$ cat config.mk
export PLATFORM = sky130hd
export DESIGN_NAME = pm_sysreg_file
export DESIGN_NICKNAME = d
export VERILOG_FILES = /design/src/rtl/pmsr_pkg.sv /design/src/rtl/pmsr_ctrl_reg.sv /design/src/rtl/pmsr_seg_slot.sv /design/src/rtl/pmsr_desc_fetch.sv /design/src/rtl/pm_sysreg_file.sv
export SDC_FILE = /design/constraint.sdc
export NUM_CORES = 1
export LEC_CHECK = 0
export ABC_CLOCK_PERIOD_IN_PS = 3800
export CORE_ASPECT_RATIO = 1.1
export CORE_MARGIN = 2
export CORE_UTILIZATION = 50
export CTS_BUF_LIST = sky130_fd_sc_hd__clkbuf_8
export DETAILED_ROUTE_END_ITERATION = 6
export DONT_BUFFER_PORTS = 1
export HOLD_SLACK_MARGIN = 0.03
export SLEW_MARGIN = 10
export SYNTH_ARGS = -nofsm -noshare
export SYNTH_HDL_FRONTEND = slang
export SYNTH_SLANG_ARGS = --single-unit
$ cat constraint.sdc
create_clock -name clk -period 3.8 [get_ports clk]
set_input_delay 0.57 -clock clk [delete_from_list [all_inputs] [get_ports clk]]
set_output_delay 0.57 -clock clk [all_outputs]
set_load 0.03 [all_outputs]
$ cat src/rtl/pmsr_pkg.sv
package pmsr_pkg;
    localparam int OP_W     = 4;
    localparam int SEL_W    = 16;
    localparam int BASE_W   = 32;
    localparam int LIM_W    = 16;
    localparam int DATA_W   = BASE_W + LIM_W;
    localparam int CR_W     = 32;
    localparam int SEGLIM_W = 20;
    localparam int ATTR_W   = 8;
    localparam int DESC_W   = 64;
    localparam int VEC_W    = 8;
    localparam int NSEG     = 2;
    localparam int SEG_LDT  = 0;
    localparam int SEG_TR   = 1;
    localparam int IDX_LSB  = 3;

    localparam logic [CR_W-1:0]  CR_KEEP = 32'hE005_003F;
    localparam logic [VEC_W-1:0] VEC_UD  = 8'd6;
    localparam logic [VEC_W-1:0] VEC_GP  = 8'd13;

    typedef enum logic [OP_W-1:0] {
        OP_NOP    = 4'd0,
        OP_GDT_LD = 4'd1,
        OP_GDT_ST = 4'd2,
        OP_IDT_LD = 4'd3,
        OP_IDT_ST = 4'd4,
        OP_LDT_LD = 4'd5,
        OP_LDT_ST = 4'd6,
        OP_TR_LD  = 4'd7,
        OP_TR_ST  = 4'd8,
        OP_MSW_LD = 4'd9,
        OP_MSW_ST = 4'd10,
        OP_CR_LD  = 4'd11,
        OP_CR_ST  = 4'd12
    } sr_op_e;

    typedef struct packed {
        logic [BASE_W-1:0] base;
        logic [LIM_W-1:0]  limit;
    } tbl_reg_t;

    typedef struct packed {
        logic [BASE_W-1:0]   base;
        logic [SEGLIM_W-1:0] limit;
        logic [ATTR_W-1:0]   attr;
    } seg_cache_t;

    function automatic seg_cache_t desc_unpack(input logic [DESC_W-1:0] d);
        seg_cache_t c;
        c.base  = {d[63:56], d[39:16]};
        c.limit = {d[51:48], d[15:0]};
        c.attr  = d[47:40];
        return c;
    endfunction

    function automatic logic sel_fits(input logic [SEL_W-1:0] sel,
                                      input logic [LIM_W-1:0] lim);
        return {sel[SEL_W-1:IDX_LSB], {IDX_LSB{1'b1}}} <= lim;
    endfunction

    function automatic logic [BASE_W-1:0] desc_addr(input logic [BASE_W-1:0] base,
                                                    input logic [SEL_W-1:0] sel);
        return base + {{(BASE_W-SEL_W){1'b0}}, sel[SEL_W-1:IDX_LSB], {IDX_LSB{1'b0}}};
    endfunction

    function automatic logic is_local_op(input sr_op_e op);
        return (op == OP_LDT_LD) || (op == OP_LDT_ST) ||
               (op == OP_TR_LD)  || (op == OP_TR_ST);
    endfunction
endpackage

$ cat src/rtl/pmsr_ctrl_reg.sv
module pmsr_ctrl_reg
    import pmsr_pkg::*;
(
    input  logic            clk,
    input  logic            rst,
    input  logic            wr_full,
    input  logic            wr_legacy,
    input  logic [CR_W-1:0] wdata,
    output logic [CR_W-1:0] cr
);
    always_ff @(posedge clk) begin
        if (rst)
            cr <= '0;
        else if (wr_full)
            cr <= wdata & CR_KEEP;
        else if (wr_legacy)
            cr <= {cr[CR_W-1:4], wdata[3:1], cr[0] | wdata[0]};
    end

    // status-word path may set protection but must not drop it
    p_pe_sticky_r4: assert property (@(posedge clk) disable iff (rst)
        (wr_legacy && !wr_full && cr[0]) |=> cr[0]);
endmodule

$ cat src/rtl/pmsr_seg_slot.sv
module pmsr_seg_slot
    import pmsr_pkg::*;
(
    input  logic             clk,
    input  logic             rst,
    input  logic             load,
    input  logic [SEL_W-1:0] sel_in,
    input  seg_cache_t       cache_in,
    output logic [SEL_W-1:0] sel,
    output seg_cache_t       cache
);
    always_ff @(posedge clk) begin
        if (rst) begin
            sel   <= '0;
            cache <= '0;
        end else if (load) begin
            sel   <= sel_in;
            cache <= cache_in;
        end
    end
endmodule

$ cat src/rtl/pmsr_desc_fetch.sv
module pmsr_desc_fetch
    import pmsr_pkg::*;
(
    input  logic              clk,
    input  logic              rst,
    input  logic              start,
    input  logic [SEL_W-1:0]  start_sel,
    input  logic              start_tgt,
    input  logic [BASE_W-1:0] gdt_base,
    input  logic              gdt_rd_valid,
    input  logic [DESC_W-1:0] gdt_rd_data,
    output logic              busy,
    output logic              gdt_rd_req,
    output logic [BASE_W-1:0] gdt_rd_addr,
    output logic [NSEG-1:0]   commit,
    output logic [SEL_W-1:0]  commit_sel,
    output seg_cache_t        commit_cache
);
    typedef enum logic {F_IDLE, F_WAIT} fst_e;
    fst_e              st;
    logic [BASE_W-1:0] addr_q;
    logic [SEL_W-1:0]  sel_q;
    logic              tgt_q;
    logic              done;

    assign done = (st == F_WAIT) && gdt_rd_valid;

    always_ff @(posedge clk) begin
        if (rst) begin
            st     <= F_IDLE;
            addr_q <= '0;
            sel_q  <= '0;
            tgt_q  <= 1'b0;
        end else if (st == F_IDLE) begin
            if (start) begin
                st     <= F_WAIT;
                addr_q <= desc_addr(gdt_base, start_sel);
                sel_q  <= start_sel;
                tgt_q  <= start_tgt;
            end
        end else if (done) begin
            st <= F_IDLE;
        end
    end

    for (genvar i = 0; i < NSEG; i++) begin : g_commit
        assign commit[i] = done && (tgt_q == 1'(i));
    end

    assign busy         = (st == F_WAIT);
    assign gdt_rd_req   = (st == F_WAIT);
    assign gdt_rd_addr  = addr_q;
    assign commit_sel   = sel_q;
    assign commit_cache = desc_unpack(gdt_rd_data);

    p_commit_one_r9: assert property (@(posedge clk) disable iff (rst)
        (busy && gdt_rd_valid) |=> !busy);
    p_req_hold_r7: assert property (@(posedge clk) disable iff (rst)
        (gdt_rd_req && !gdt_rd_valid) |=> (gdt_rd_req && $stable(gdt_rd_addr)));
endmodule

$ cat src/rtl/pm_sysreg_file.sv
module pm_sysreg_file
    import pmsr_pkg::*;
(
    input  logic                clk,
    input  logic                rst,
    input  logic                op_valid,
    input  logic [OP_W-1:0]     op_code,
    input  logic [DATA_W-1:0]   op_data,
    output logic                busy,
    output logic                rd_valid,
    output logic [DATA_W-1:0]   rd_data,
    output logic                exc_valid,
    output logic [VEC_W-1:0]    exc_vector,
    output logic                pe,
    output logic                gdt_rd_req,
    output logic [BASE_W-1:0]   gdt_rd_addr,
    input  logic                gdt_rd_valid,
    input  logic [DESC_W-1:0]   gdt_rd_data,
    output logic [BASE_W-1:0]   ldtr_base,
    output logic [SEGLIM_W-1:0] ldtr_limit,
    output logic [ATTR_W-1:0]   ldtr_attr,
    output logic [BASE_W-1:0]   tr_base,
    output logic [SEGLIM_W-1:0] tr_limit,
    output logic [ATTR_W-1:0]   tr_attr
);
    sr_op_e            op;
    logic              acc, is_load, ud, gp, start, store;
    tbl_reg_t          gdtr, idtr;
    logic [CR_W-1:0]   cr;
    logic [SEL_W-1:0]  seg_sel   [NSEG];
    seg_cache_t        seg_cache [NSEG];
    logic [NSEG-1:0]   commit;
    logic [SEL_W-1:0]  commit_sel;
    seg_cache_t        commit_cache;
    logic [DATA_W-1:0] rd_next;

    assign op      = sr_op_e'(op_code);
    assign acc     = op_valid && !busy;
    assign pe      = cr[0];
    assign is_load = (op == OP_LDT_LD) || (op == OP_TR_LD);
    assign ud      = acc && is_local_op(op) && !pe;
    assign gp      = acc && is_load && pe && !sel_fits(op_data[SEL_W-1:0], gdtr.limit);
    assign start   = acc && is_load && pe && !gp;

    always_ff @(posedge clk) begin
        if (rst) begin
            gdtr <= '0;
            idtr <= '0;
        end else if (acc) begin
            if (op == OP_GDT_LD) gdtr <= op_data;
            if (op == OP_IDT_LD) idtr <= op_data;
        end
    end

    pmsr_ctrl_reg u_cr (
        .clk       (clk),
        .rst       (rst),
        .wr_full   (acc && op == OP_CR_LD),
        .wr_legacy (acc && op == OP_MSW_LD),
        .wdata     (op_data[CR_W-1:0]),
        .cr        (cr)
    );

    pmsr_desc_fetch u_fetch (
        .clk          (clk),
        .rst          (rst),
        .start        (start),
        .start_sel    (op_data[SEL_W-1:0]),
        .start_tgt    (op == OP_TR_LD),
        .gdt_base     (gdtr.base),
        .gdt_rd_valid (gdt_rd_valid),
        .gdt_rd_data  (gdt_rd_data),
        .busy         (busy),
        .gdt_rd_req   (gdt_rd_req),
        .gdt_rd_addr  (gdt_rd_addr),
        .commit       (commit),
        .commit_sel   (commit_sel),
        .commit_cache (commit_cache)
    );

    for (genvar i = 0; i < NSEG; i++) begin : g_seg
        pmsr_seg_slot u_slot (
            .clk      (clk),
            .rst      (rst),
            .load     (commit[i]),
            .sel_in   (commit_sel),
            .cache_in (commit_cache),
            .sel      (seg_sel[i]),
            .cache    (seg_cache[i])
        );
    end

    always_comb begin
        store   = 1'b1;
        rd_next = '0;
        case (op)
            OP_GDT_ST: rd_next = gdtr;
            OP_IDT_ST: rd_next = idtr;
            OP_LDT_ST: rd_next = DATA_W'(seg_sel[SEG_LDT]);
            OP_TR_ST:  rd_next = DATA_W'(seg_sel[SEG_TR]);
            OP_MSW_ST: rd_next = DATA_W'(cr[15:0]);
            OP_CR_ST:  rd_next = DATA_W'(cr);
            default:   store   = 1'b0;
        endcase
    end

    always_ff @(posedge clk) begin
        if (rst) begin
            rd_valid   <= 1'b0;
            rd_data    <= '0;
            exc_valid  <= 1'b0;
            exc_vector <= '0;
        end else begin
            rd_valid  <= acc && store && !ud;
            exc_valid <= ud || gp;
            if (acc && store && !ud) rd_data <= rd_next;
            if (ud)      exc_vector <= VEC_UD;
            else if (gp) exc_vector <= VEC_GP;
        end
    end

    assign ldtr_base  = seg_cache[SEG_LDT].base;
    assign ldtr_limit = seg_cache[SEG_LDT].limit;
    assign ldtr_attr  = seg_cache[SEG_LDT].attr;
    assign tr_base    = seg_cache[SEG_TR].base;
    assign tr_limit   = seg_cache[SEG_TR].limit;
    assign tr_attr    = seg_cache[SEG_TR].attr;

    p_ud_raise_r6: assert property (@(posedge clk) disable iff (rst)
        (op_valid && !busy && is_local_op(op) && !pe)
            |=> (exc_valid && exc_vector == VEC_UD && !rd_valid && !busy));
    p_gp_noupd_r8: assert property (@(posedge clk) disable iff (rst)
        gp |=> (exc_valid && exc_vector == VEC_GP && !busy
                && $stable(seg_sel[SEG_LDT]) && $stable(seg_sel[SEG_TR])));
    p_busy_ignore_r10: assert property (@(posedge clk) disable iff (rst)
        (op_valid && busy) |=> (!exc_valid && !rd_valid));
    p_one_resp_r2: assert property (@(posedge clk) disable iff (rst)
        !(exc_valid && rd_valid));
endmodule

==> qor.log <==
qor: final_layout.diodes 0
qor: clock_tree.ctsRootBufferMaster sky130_fd_sc_hd__clkbuf_8
qor: place.detailedPlace.worstSlack 0.7826 ns
qor: detailed_routing.first_pass_iters 5
qor: critical_path.path_max_fanout 19
qor: clock_tree.cts-buffers-inserted 57
qor: synthesis.synth-seq-area-share 49.89%
qor: detailed_routing.vias 12,316
qor: power.leakage 5.015 nW
qor: timing.finalHoldViolations 0
qor: detailed_routing.dr.first_iter.drc_count 1,021
qor: detailed_routing.post_route_antenna_net_violation_count 0
qor: synthesis.synth.yosys.warnings 0
qor: synthesis.ys_top_cells_by_area sky130_fd_sc_hd__dfxtp_1, sky130_fd_sc_hd__nand2_1, sky130_fd_sc_hd__a21oi_1
qor: min_path.hold_start rst
qor: synthesis.syn_avg_cell_area 8.003 sq um
qor: final_layout.share_of_layout_cells_above_drive_strength_1 7.428%
qor: die.number_of_top_level_pins 333
qor: synthesis.ys_ff_latch 362
qor: die.floorplan.core_area 0.02863 sq mm
qor: timing.fin_crit_sh 75.73%
qor: critical_path.arrival 3.37 ns
qor: power.power_density 465.3 mW/mm^2
qor: power.pwr-share-clk 43.6%
qor: synthesis.synth.lib_cells_used.distinct 57
qor: final_layout.synth_to_final_area_change 9.208%
qor: detailed_routing.routed_wire_length_per_instance 19.42 um
qor: critical_path.criticalPathCategory flop to flop
qor: timing.final_tns_setup 0 ns
qor: timing.maxSlewHeadroom 33.13%
qor: clock_tree.clkLatencyLatePin 0.60 ns
qor: power.pwr-share-comb 2.9%
qor: final_layout.stdcell_area 0.01586 sq mm
qor: detailed_routing.drc 0
qor: detailed_routing.routed_via_density 5.670
qor: clock_tree.clock_sink_count 362
qor: critical_path.critPathLaunchType flop
qor: synthesis.synth_top_cell_area_share 49.89%
qor: timing.worstMarginPinSlew 0.9977 ns
qor: global_route.grt_first_pass_wirelength 65.65 mm
qor: critical_path.regToRegStartpoint gdtr[7]
qor: timing.finalSetupViolations 0
qor: critical_path.worst_path_dominant_cell_family simple AND/OR/NAND/NOR gates
qor: synthesis.netlist_area 0.01453 sq mm
qor: critical_path.cp_cell_sequence inv_1 -> ha_1 -> nand3_1 -> o21bai_1 -> a311oi_1 -> or4_1 -> nand2_2 -> a311oi_1
qor: run.max-cap-violations 0
qor: critical_path.cp_slowest_stage_delay 0.51 ns
qor: outcome.status complete, no violations
qor: power.cellInternalPower 0.005648 W
qor: global_route.via_count_of_the_first_global_routing_pass 11,822
qor: power.worst_ir_drop_vdd 0.0003189 V
qor: detailed_routing.wl 42.18 mm
qor: power.seqPwrFrac 53.4%
qor: critical_path.critical-path-top-cell-by-count sky130_fd_sc_hd__a311oi_1
qor: global_route.track_usage 26.54%
qor: die.initial_core_util 50.74%
qor: final_layout.layout.core_utilization 55.41%
qor: die.std_cell_rows 65
qor: place.placement.cell_area 0.01471 sq mm
qor: synthesis.synth_common_cells sky130_fd_sc_hd__nand2_1, sky130_fd_sc_hd__dfxtp_1, sky130_fd_sc_hd__a21oi_1
qor: global_route.grt_remaining_overflow 0
qor: critical_path.worst_path_max_delay_cell sky130_fd_sc_hd__or4_1
qor: clock_tree.cts_tree yes
qor: min_path.min_path_cells 1
qor: place.finalWeightedCongestion 0.8535
qor: critical_path.reg2reg_to u_fetch.gdt_rd_addr[24]
qor: clock_tree.maximum_buffer_depth_of_the_clock_tree 3
qor: place.hpwlAfterDp 27.12 mm
qor: synthesis.count_leader_synth sky130_fd_sc_hd__nand2_1
qor: synthesis.synth_flop_cell sky130_fd_sc_hd__dfxtp_1
qor: timing.layout_min_cycle_time 2.878 ns
qor: timing.max_freq 0.3475 GHz
qor: die.die_area 0.03043 sq mm
qor: timing.timing.final.max_slew_violations 0
qor: timing.final.setup.worst_slack 0.9223 ns
qor: min_path.hold_path.class input pin to flop
qor: synthesis.synth_edf_count 0
qor: clock_tree.htree_levels 2
qor: critical_path.worst-r2r-setup-slack 0.92 ns
qor: die.die_height 182.8 um
qor: clock_tree.cts.reportedPaths.clkPinSlew 0.06 ns
qor: power.power_switching 0.001733 W
qor: critical_path.worst_ep_required 4.29 ns
qor: critical_path.worstSetupEndpointType flop
qor: critical_path.cp_num_buf_inv 1
qor: timing.finalHoldWorstSlack 0.09565 ns
qor: timing.skew 0.01937 ns
qor: timing.rsz0062_at_grt false
qor: die.floorplan.die.width 166.5 um
qor: critical_path.cp.depth 8
qor: final_layout.nets 1,909
qor: synthesis.async_reset_ff_share 0%
qor: global_route.number_of_antenna_violations_at_the_first_check_in_global_routing 0
qor: place.port_buffers 0
qor: clock_tree.ctsResizeCount 0
qor: synthesis.synthCells 1,815
qor: global_route.pin_count_of_the_biggest_net_entering_global_routing 348
qor: min_path.min_delay_worst_endpoint g_seg[0].u_slot.cache[17]
qor: power.netSwitchingFraction 23.48%
qor: synthesis.netlist.top_cell.by_area sky130_fd_sc_hd__dfxtp_1
qor: critical_path.worst-r2r-cell-count 8
cell usage in the layout, fill, tap and decap left out, types with 4 or more instances in the layout:
master and count:
sky130_fd_sc_hd__dfxtp_1 362, sky130_fd_sc_hd__a22o_1 6, sky130_fd_sc_hd__a21o_1 6, sky130_fd_sc_hd__nand2_1 531, sky130_fd_sc_hd__nor3_2 4, sky130_fd_sc_hd__nand3_1 51, sky130_fd_sc_hd__a21oi_1 309, sky130_fd_sc_hd__xnor2_1 21
sky130_fd_sc_hd__conb_1 4, sky130_fd_sc_hd__a22oi_1 48, sky130_fd_sc_hd__ha_1 26, sky130_fd_sc_hd__nand4_1 4, sky130_fd_sc_hd__buf_4 26, sky130_fd_sc_hd__a2111oi_2 5, sky130_fd_sc_hd__a211oi_2 4, sky130_fd_sc_hd__inv_1 44
sky130_fd_sc_hd__o21ai_1 32, sky130_fd_sc_hd__a222oi_1 11, sky130_fd_sc_hd__o21ai_0 11, sky130_fd_sc_hd__a311oi_1 19, sky130_fd_sc_hd__clkbuf_8 70, sky130_fd_sc_hd__nand2b_1 8, sky130_fd_sc_hd__nor2_1 64, sky130_fd_sc_hd__clkinv_2 5
sky130_fd_sc_hd__nor3_1 22, sky130_fd_sc_hd__a211oi_1 49
through the flow:
stage	std cells	power [W]
after CTS	2172	0.007468
after floorplan	1818	0.004234
final	2172	0.007381
after detailed placement	2068	0.004236
after global placement	2068	0.004231
after global routing	2172	0.007645
worst max path at each step:
stage | start | to | slack (ns)
after CTS | gdtr[7] | u_fetch.gdt_rd_addr[24] | 0.91
after global routing | gdtr[6] | u_fetch.gdt_rd_addr[24] | 0.65
after detailed placement | op_data[7] | u_fetch.gdt_rd_addr[24] | 0.78
after floorplan | op_data[6] | u_fetch.gdt_rd_addr[26] | 1.16
after global placement | op_data[7] | u_fetch.gdt_rd_addr[24] | 0.81
final | gdtr[7] | u_fetch.gdt_rd_addr[24] | 0.92
state kept, by name (all words and copies together), names as in the netlist:
register,flops
exc_valid,1
u_fetch.busy,1
rd_data,48
g_seg.u_slot.sel,32
exc_vector,3
idtr,48
rd_valid,1
u_fetch.commit_sel,16
g_seg.u_slot.cache,120
u_cr.cr,11
gdtr,48
u_fetch.gdt_rd_addr,32
u_fetch.tgt_q,1
repair_timing:
item	4_1_cts	5_1_grt
hold buffers	3	0
hold endpoints to repair	18	0
setup buffers	0	0
power by group through the flow:
stage	combinational, W	clock, W	sequential [W]
CTS	0.000215	0.00331	0.00394
detailed placement	0.000208	0	0.00403
global placement	0.000205	0	0.00403
finish	0.000216	0.00322	0.00394
global route	0.000242	0.00346	0.00395
floorplan	0.000221	0	0.00401
per-layer routing:
| layer | GRT usage (%) | share of wire (%) | up-vias |
|---|---|---|---|
| met2 | 44.40 | 48 | 417 |
| met5 | 0 | 0 | - |
| li1 | - | - | 6127 |
| met3 | 8.265 | 9.1 | 60 |
| met1 | 33.07 | 41 | 5712 |
| met4 | 7.759 | 2.1 | 0 |
cells by family (layout without fill, tap and decap cells):
| logic type | after synthesis | count (layout) | synth area share, % |
|---|---|---|---|
| buffers and inverters | 169 | 155 | 4.703 |
| other | 1 | 4 | 0.02582 |
| xor gates and xnor gates | 24 | 24 | 1.447 |
| adders and majority gates | 27 | 27 | 2.377 |
| AOI/OAI and AO/OA | 520 | 520 | 21.67 |
| DFF | 362 | 362 | 49.89 |
| and+or+nand+nor | 712 | 712 | 19.88 |
worst register-to-register path, delay by kind of cell, from the launching register on:
kind	cells	cell delay, ns
simple gates	3	1.05
compound gates	3	1.01
flops	1	0.35
fa+ha+maj	1	0.31
buf+inv	1	0.06
final cells by class:
type	count	area (sq um)
tap	368	460.4
sequential	362	7247
clock buffer	70	963.4
timing repair buffer	32	285.3
clock inverter	31	162.7
inverter	22	82.58
multi-input combinational	1287	6661
fill	2735	12760
No activity file was read; power rests on OpenSTA's default activity.
